[src/rtl/lfsr_leap_pkg.sv]
package lfsr_leap_pkg;

    // Default configuration of the leaping generator.
    localparam int          LFSR_W    = 5;
    localparam int          LEAP_N    = 4;
    localparam logic [4:0]  FB_MASK   = 5'b10100;  // x^5 + x^2 + 1, right-shifting form
    localparam int          PERIOD    = (1 << LFSR_W) - 1;

endpackage

[src/rtl/lfsr_galois_step.sv]
module lfsr_galois_step #(
    parameter int             W    = 5,
    parameter logic [W-1:0]   MASK = 5'b10100
) (
    input  logic [W-1:0] cur,
    output logic [W-1:0] nxt,
    output logic         bit_out
);

    // One right shift; the departing bit folds into the tapped stages.
    always_comb begin
        bit_out = cur[0];
        nxt     = (cur >> 1) ^ (cur[0] ? MASK : '0);
    end

endmodule

[src/rtl/lfsr_unroll.sv]
module lfsr_unroll #(
    parameter int             W     = 5,
    parameter int             STEPS = 4,
    parameter logic [W-1:0]   MASK  = 5'b10100
) (
    input  logic [W-1:0]     start,
    output logic [W-1:0]     finish,
    output logic [STEPS-1:0] emitted
);

    logic [W-1:0] stage [0:STEPS];

    assign stage[0] = start;

    // Chain of single-shift cells; cell k yields emitted bit k.
    for (genvar k = 0; k < STEPS; k++) begin : g_step
        lfsr_galois_step #(
            .W    (W),
            .MASK (MASK)
        ) u_step (
            .cur     (stage[k]),
            .nxt     (stage[k+1]),
            .bit_out (emitted[k])
        );
    end

    assign finish = stage[STEPS];

endmodule

[src/rtl/lfsr_seed_guard.sv]
module lfsr_seed_guard #(
    parameter int W = 5
) (
    input  logic [W-1:0] seed_raw,
    output logic [W-1:0] seed_safe
);

    localparam logic [W-1:0] FALLBACK = {{(W-1){1'b0}}, 1'b1};

    // The all-zero state never leaves itself, so it is never loaded.
    always_comb begin
        seed_safe = (seed_raw == '0) ? FALLBACK : seed_raw;
    end

endmodule

[src/rtl/lfsr_leap4_gen.sv]
module lfsr_leap4_gen
    import lfsr_leap_pkg::*;
#(
    parameter int             W     = LFSR_W,
    parameter int             STEPS = LEAP_N,
    parameter logic [W-1:0]   MASK  = FB_MASK
) (
    input  logic             clk,
    input  logic             rst,
    input  logic             en,
    input  logic [W-1:0]     seed,
    output logic [STEPS-1:0] rnd_word,
    output logic [W-1:0]     lfsr_state
);

    typedef struct packed {
        logic [W-1:0]     state;
        logic [STEPS-1:0] word;
    } gen_regs_t;

    gen_regs_t    regs_d, regs_q;
    logic [W-1:0] seed_ok;
    logic [W-1:0] leap_state;
    logic [STEPS-1:0] leap_bits;

    lfsr_seed_guard #(
        .W (W)
    ) u_guard (
        .seed_raw  (seed),
        .seed_safe (seed_ok)
    );

    lfsr_unroll #(
        .W     (W),
        .STEPS (STEPS),
        .MASK  (MASK)
    ) u_unroll (
        .start   (regs_q.state),
        .finish  (leap_state),
        .emitted (leap_bits)
    );

    always_comb begin
        regs_d = regs_q;
        if (rst) begin
            regs_d.state = seed_ok;
            regs_d.word  = '0;
        end else if (en) begin
            regs_d.state = leap_state;
            regs_d.word  = leap_bits;
        end
    end

    always_ff @(posedge clk) begin
        regs_q <= regs_d;
    end

    assign rnd_word   = regs_q.word;
    assign lfsr_state = regs_q.state;

endmodule

[config.mk]
export PLATFORM = sky130hd
export DESIGN_NAME = lfsr_leap4_gen
export DESIGN_NICKNAME = d
export VERILOG_FILES = /design/src/rtl/lfsr_leap_pkg.sv /design/src/rtl/lfsr_galois_step.sv /design/src/rtl/lfsr_unroll.sv /design/src/rtl/lfsr_seed_guard.sv /design/src/rtl/lfsr_leap4_gen.sv
export SDC_FILE = /design/constraint.sdc
export NUM_CORES = 1
export LEC_CHECK = 0
export CORE_MARGIN = 1.5
export CORE_UTILIZATION = 25
export DETAILED_ROUTE_END_ITERATION = 8
export SETUP_SLACK_MARGIN = 0.02
export SYNTH_ARGS = -nofsm -noshare
export SYNTH_HDL_FRONTEND = slang
export SYNTH_SLANG_ARGS = --single-unit
[constraint.sdc]
create_clock -name clk -period 1.38 [get_ports clk]
set_input_delay 0.276 -clock clk [delete_from_list [all_inputs] [get_ports clk]]
set_output_delay 0.276 -clock clk [all_outputs]
set_load 0.03 [all_outputs]
Word level (Yosys, flattened, before mapping)
Cells that the tools add are included. W data, S select, Z words.

Word-level logic and storage cells: 15. Input port bits: 8. Output and inout port bits: 9. Register bits: 9.

Reduce and logical (&&, ||, !) cells: 2. Muxes and demuxes: 7. Bitwise gates (word level): 4.

Operators by type and width (count): $mux W5 (5); $xor A4 B5 Y5 (4); $mux W9 (2); $logic_not A5 Y1 (1); $reduce_bool A2 Y1 (1).

Depth between registers and ports, before layout
Gate-level depths: netlist of run 1.

Depth after elaboration: 10. Gate-level depth with buffers: 4. Mapped depth without buffers: 3.

Cells and area by module
From an unflattened synthesis of run 1, not the netlist that was laid out.

Cells, all modules: 58. Area, all modules: 591.8 um^2.

Modules (own cells, without submodules): lfsr_leap4_gen (cells an instance 28, area an instance 371.6 um^2, instances 1, sequential area each 230.2 um^2); lfsr_galois_step (cells an instance 6, area an instance 46.3 um^2, instances 4, sequential area each 0.0 um^2); lfsr_seed_guard (cells an instance 6, area an instance 35.0 um^2, instances 1, sequential area each 0.0 um^2).

Least setup slack after synthesis of run 1
No wires, ideal clock.

Path type: flip-flop to flip-flop. Start: register regs_q[7], in the netlist lfsr_state[3]. End: register regs_q[6], in the netlist lfsr_state[2], data pin. Required time: 1.122 ns. Clock period less this slack: 1.235 ns. Stages on the path, launching flop included: 4. Buffers on the path: 0. Setup slack: 0.145 ns. Arrival: 0.976 ns. Setup time: 0.258 ns. Cells stage by stage: edfxtp_1 > xor2_1 > xnor2_1 > o31ai_2.

RTL lines: from (decl) (RTL line lfsr_leap4_gen.sv:21) `gen_regs_t regs_d, regs_q;`; from (signal assigned) (RTL line lfsr_leap4_gen.sv:55) `regs_q <= regs_d;`.

Worst setup path in the final report of run 1
Start: register regs_q[8], in the netlist lfsr_state[4]. End: output lfsr_state[4].

RTL lines: to (decl) (RTL line lfsr_leap4_gen.sv:13) `output logic [W-1:0] lfsr_state`.

No word-level cell between the ends.

==> flow_summary_export.csv, run 1 <==
group,metric,value,unit
worst_setup_path,cp.depth,1,
cells_and_area,drive_above_1_share,0.206,
pwr,cellInternalPower,515,uW
placement,place_area,613,sq um
worst_setup_path,critical-path-slowest-cell,"edfxtp_1",
synthesis,synth_top_area_frac,0.355,
pwr,switching_share,0.290,
timing,setup_viol,0,
worst_setup_path,crit_path_max_incr_delay,390,ps
clocking,cts_inserted_buffers,3,
worst_setup_path,worstPathCellList,"dlygate4sd2_1",
cells_and_area,area_growth_syn_to_layout,49.1,%
die,core_area,1540,sq um
synthesis,synthTopCellsByArea,"edfxtp_1 (36%), dfxtp_1 (19%), nand2_1 (7.1%)",
timing,finalCritPeriodShare,0.932,
timing,fmax,778,MHz
clocking,cts_setup_buffers,0,
clocking,ctsResizeCount,7,
clocking,clockRootBuffer,"clkbuf_4",
die,die_h,44.1,microns
clocking,holdBufCountCts,0,
route,wl_per_cell,11.2,microns
clocking,cts_tree,"built",
worst_setup_path,criticalPathCategory,"reg2out",
placement,post-place-ws,-12.8,ps
cells_and_area,fillers,168,
timing,clock-skew-final,3.50,ps
die,initial_core_util,0.274,
worst_setup_path,crit_family,"flip-flops",
cells_and_area,final_area,631,sq um
die,dieWidth,44.1,microns
worst_setup_path,arrival,1010,ps
placement,io_buffer_count,16,
synthesis,syn_inst,42,
die,io_pins,17,
synthesis,ys_ff_latch,9,
synthesis,seq_area_frac_synth,0.544,
global_routing,grt_start_max_net_pins,10,
clocking,cts.sinks,9,
route,ant_nets,0,
synthesis,synth.distinct_cells,16,
synthesis,syn_area_per_cell,10.1,sq um
worst_setup_path,cp-end-kind,"output pin",
pwr,switchingPower,210,uW
worst_setup_path,worst_setup_path_start_kind,"register",
cells_and_area,final_nets,72,
global_routing,grt_overflow,0,
die,dieArea,1950,sq um
timing,period_minus_slack,1290,ps
clocking,cts_max_level,1,
outcome,status,"finished, final reports clean",
timing,slew_viol_final,0,
route,dr.first_iter.drc_count,2,
timing,setup_ws,93.9,ps
timing,worst_slew_pin_slew,305,ps
synthesis,synth_nets,50,
route,drc,0,
global_routing,antenna_found_initial,0,
clocking,clkLatencyLatePin,250,ps
global_routing,grt_pass1_wl,1.57,mm
placement,gp_congestion,0.709,
synthesis,yosys_warnings,0,
clocking,clk_pin_slew,60,ps
cells_and_area,mostFrequentLayoutCells,"nand2_1 (8), buf_4 (8), clkdlybuf4s50_1 (7), dlygate4sd2_1 (7)",
pwr,peakVddDrop,0.501,mV
pwr,p_leak,0.000279,uW
pwr,pwr-share-comb,0.277,
worst_setup_path,worstPathRequired,1100,ps
synthesis,syn-cell-area,423,sq um
timing,finalHoldViolCount,0,
synthesis,yosys.area.top_type,"edfxtp_1",
clocking,clk_path_buf_depth,2,
flow_run,maxCapViolCount,0,
worst_setup_path,r2r_cells,4,
global_routing,grt_pass1_vias,357,
route,vias_per_cell,4.43,
pwr,power.share.clock,0.269,
worst_setup_path,cp_max_fo,2,
die,fp-row-count,14,
route,finalWirelength,884,microns
worst_setup_path,crit_buf_inv,1,
timing,rsz0062_at_grt,"false",
cells_and_area,n_antenna_cell,0,
global_routing,grt_use_total,0.107,
worst_hold_path,holdCritPathClass,"reg2reg",
pwr,power_frac_seq,0.454,
route,drtPass1Iterations,2,
pwr,cellPowerDensity,1150,nW/um^2
pwr,power,726,uW
timing,slew-limit-headroom,0.798,
worst_hold_path,whs_path_depth,2,
placement,dp_hpwl,696,microns
route,vias,350,
[Yosys cell counts]
| cell type | n |
|---|---|
| o31ai_2 | 1 |
| xor2_1 | 1 |
| clkbuf_1 | 2 |
| a21oi_1 | 2 |
| inv_1 | 1 |
| nand2_1 | 8 |
| nand2b_1 | 1 |
| dfxtp_1 | 4 |
| xnor2_1 | 3 |
| buf_4 | 3 |
| edfxtp_1 | 5 |
| nor4_1 | 1 |
| or2_2 | 1 |
| mux2i_1 | 2 |
| o21ai_0 | 5 |
| nor2_1 | 2 |
[flip-flops by register name, summed over array words and instances, names as in the netlist]
| register | count |
|---|---|
| rnd_word | 4 |
| lfsr_state | 5 |
[final timing paths]
kind,startpoint,to,slack [ps]
worst min-delay path,rnd_word[3]$_SDFFE_PP0P_,rnd_word[3]$_SDFFE_PP0P_,470
worst max register to register,lfsr_state[3]$_DFFE_PP_,lfsr_state[2]$_DFFE_PP_,170
worst min register to register,rnd_word[3]$_SDFFE_PP0P_,rnd_word[3]$_SDFFE_PP0P_,470
worst max-delay path,lfsr_state[4]$_DFFE_PP_,lfsr_state[4],90
[power by group through the flow]
| stage | Combinational (uW) | Sequential (uW) | Clock [uW] |
|---|---|---|---|
| 2_1_floorplan | 94.6 | 368 | 0 |
| 3_3_place_gp | 215 | 336 | 0 |
| 3_5_place_dp | 215 | 336 | 0 |
| 4_1_cts | 203 | 330 | 204 |
| 5_1_grt | 217 | 333 | 223 |
| 6_report | 201 | 329 | 195 |
[per-stage QoR]
stage	utilization	hold WS (ps)	cells	TNS (ps)
2_1_floorplan	-	467	42	0
3_3_place_gp	0.398	460	75	-81.1
3_5_place_dp	0.398	461	75	-63.4
4_1_cts	0.409	470	79	0
5_1_grt	0.409	521	79	0
6_report	0.409	467	79	0
[metal layers]
metal	share of wire	track usage	vias up
met5	0	0	-
met4	0	0.0182	0
met3	0.096	0.0327	0
met2	0.41	0.153	13
met1	0.50	0.160	157
li1	-	-	180
[cells by family (layout without fill, tap and decap cells)]
kind of cell	count (synthesis)	in the layout	share of synthesized area
simple gates	13	13	0.133
flops	9	9	0.544
compound gates	8	8	0.112
buf+inv	6	27	0.0799
xor+xnor	4	4	0.0829
mux	2	2	0.0473
[layout make-up]
| cell class | instances | area (sq um) | area share |
|---|---|---|---|
| clock buffers | 4 | 26.3 | 0.0417 |
| inverters | 1 | 3.75 | 0.00595 |
| multi-input cells | 27 | 159 | 0.252 |
| flip-flops and latches | 9 | 230 | 0.365 |
| well taps | 16 | 20.0 | 0.0317 |
| repair buffers | 22 | 191 | 0.304 |
[worst register-to-register path: cells and delay by family (launching register included)]
family	cells	cell delay, ps
compound gates	1	70
xor+xnor	2	380
buf+inv	1	150
flops	1	370
(Power assumes the default switching activity.)
==> run 2, diff against run 1 <==
--- a/config.mk
+++ b/config.mk
@@ -7,7 +7,9 @@
 export LEC_CHECK = 0
 export CORE_MARGIN = 1.5
 export CORE_UTILIZATION = 25
+export CTS_CLUSTER_SIZE = 20
 export DETAILED_ROUTE_END_ITERATION = 8
+export MAX_ROUTING_LAYER = met4
 export SETUP_SLACK_MARGIN = 0.02
 export SYNTH_ARGS = -nofsm -noshare
 export SYNTH_HDL_FRONTEND = slang
==> results of run 2 <==
The final DEF is identical to that of run 1; final timing and power are the same.
Main changes from that run: final weighted congestion in routability-driven placement 0.709 -> 0.717; overall routing resource usage 0.107 -> 0.110
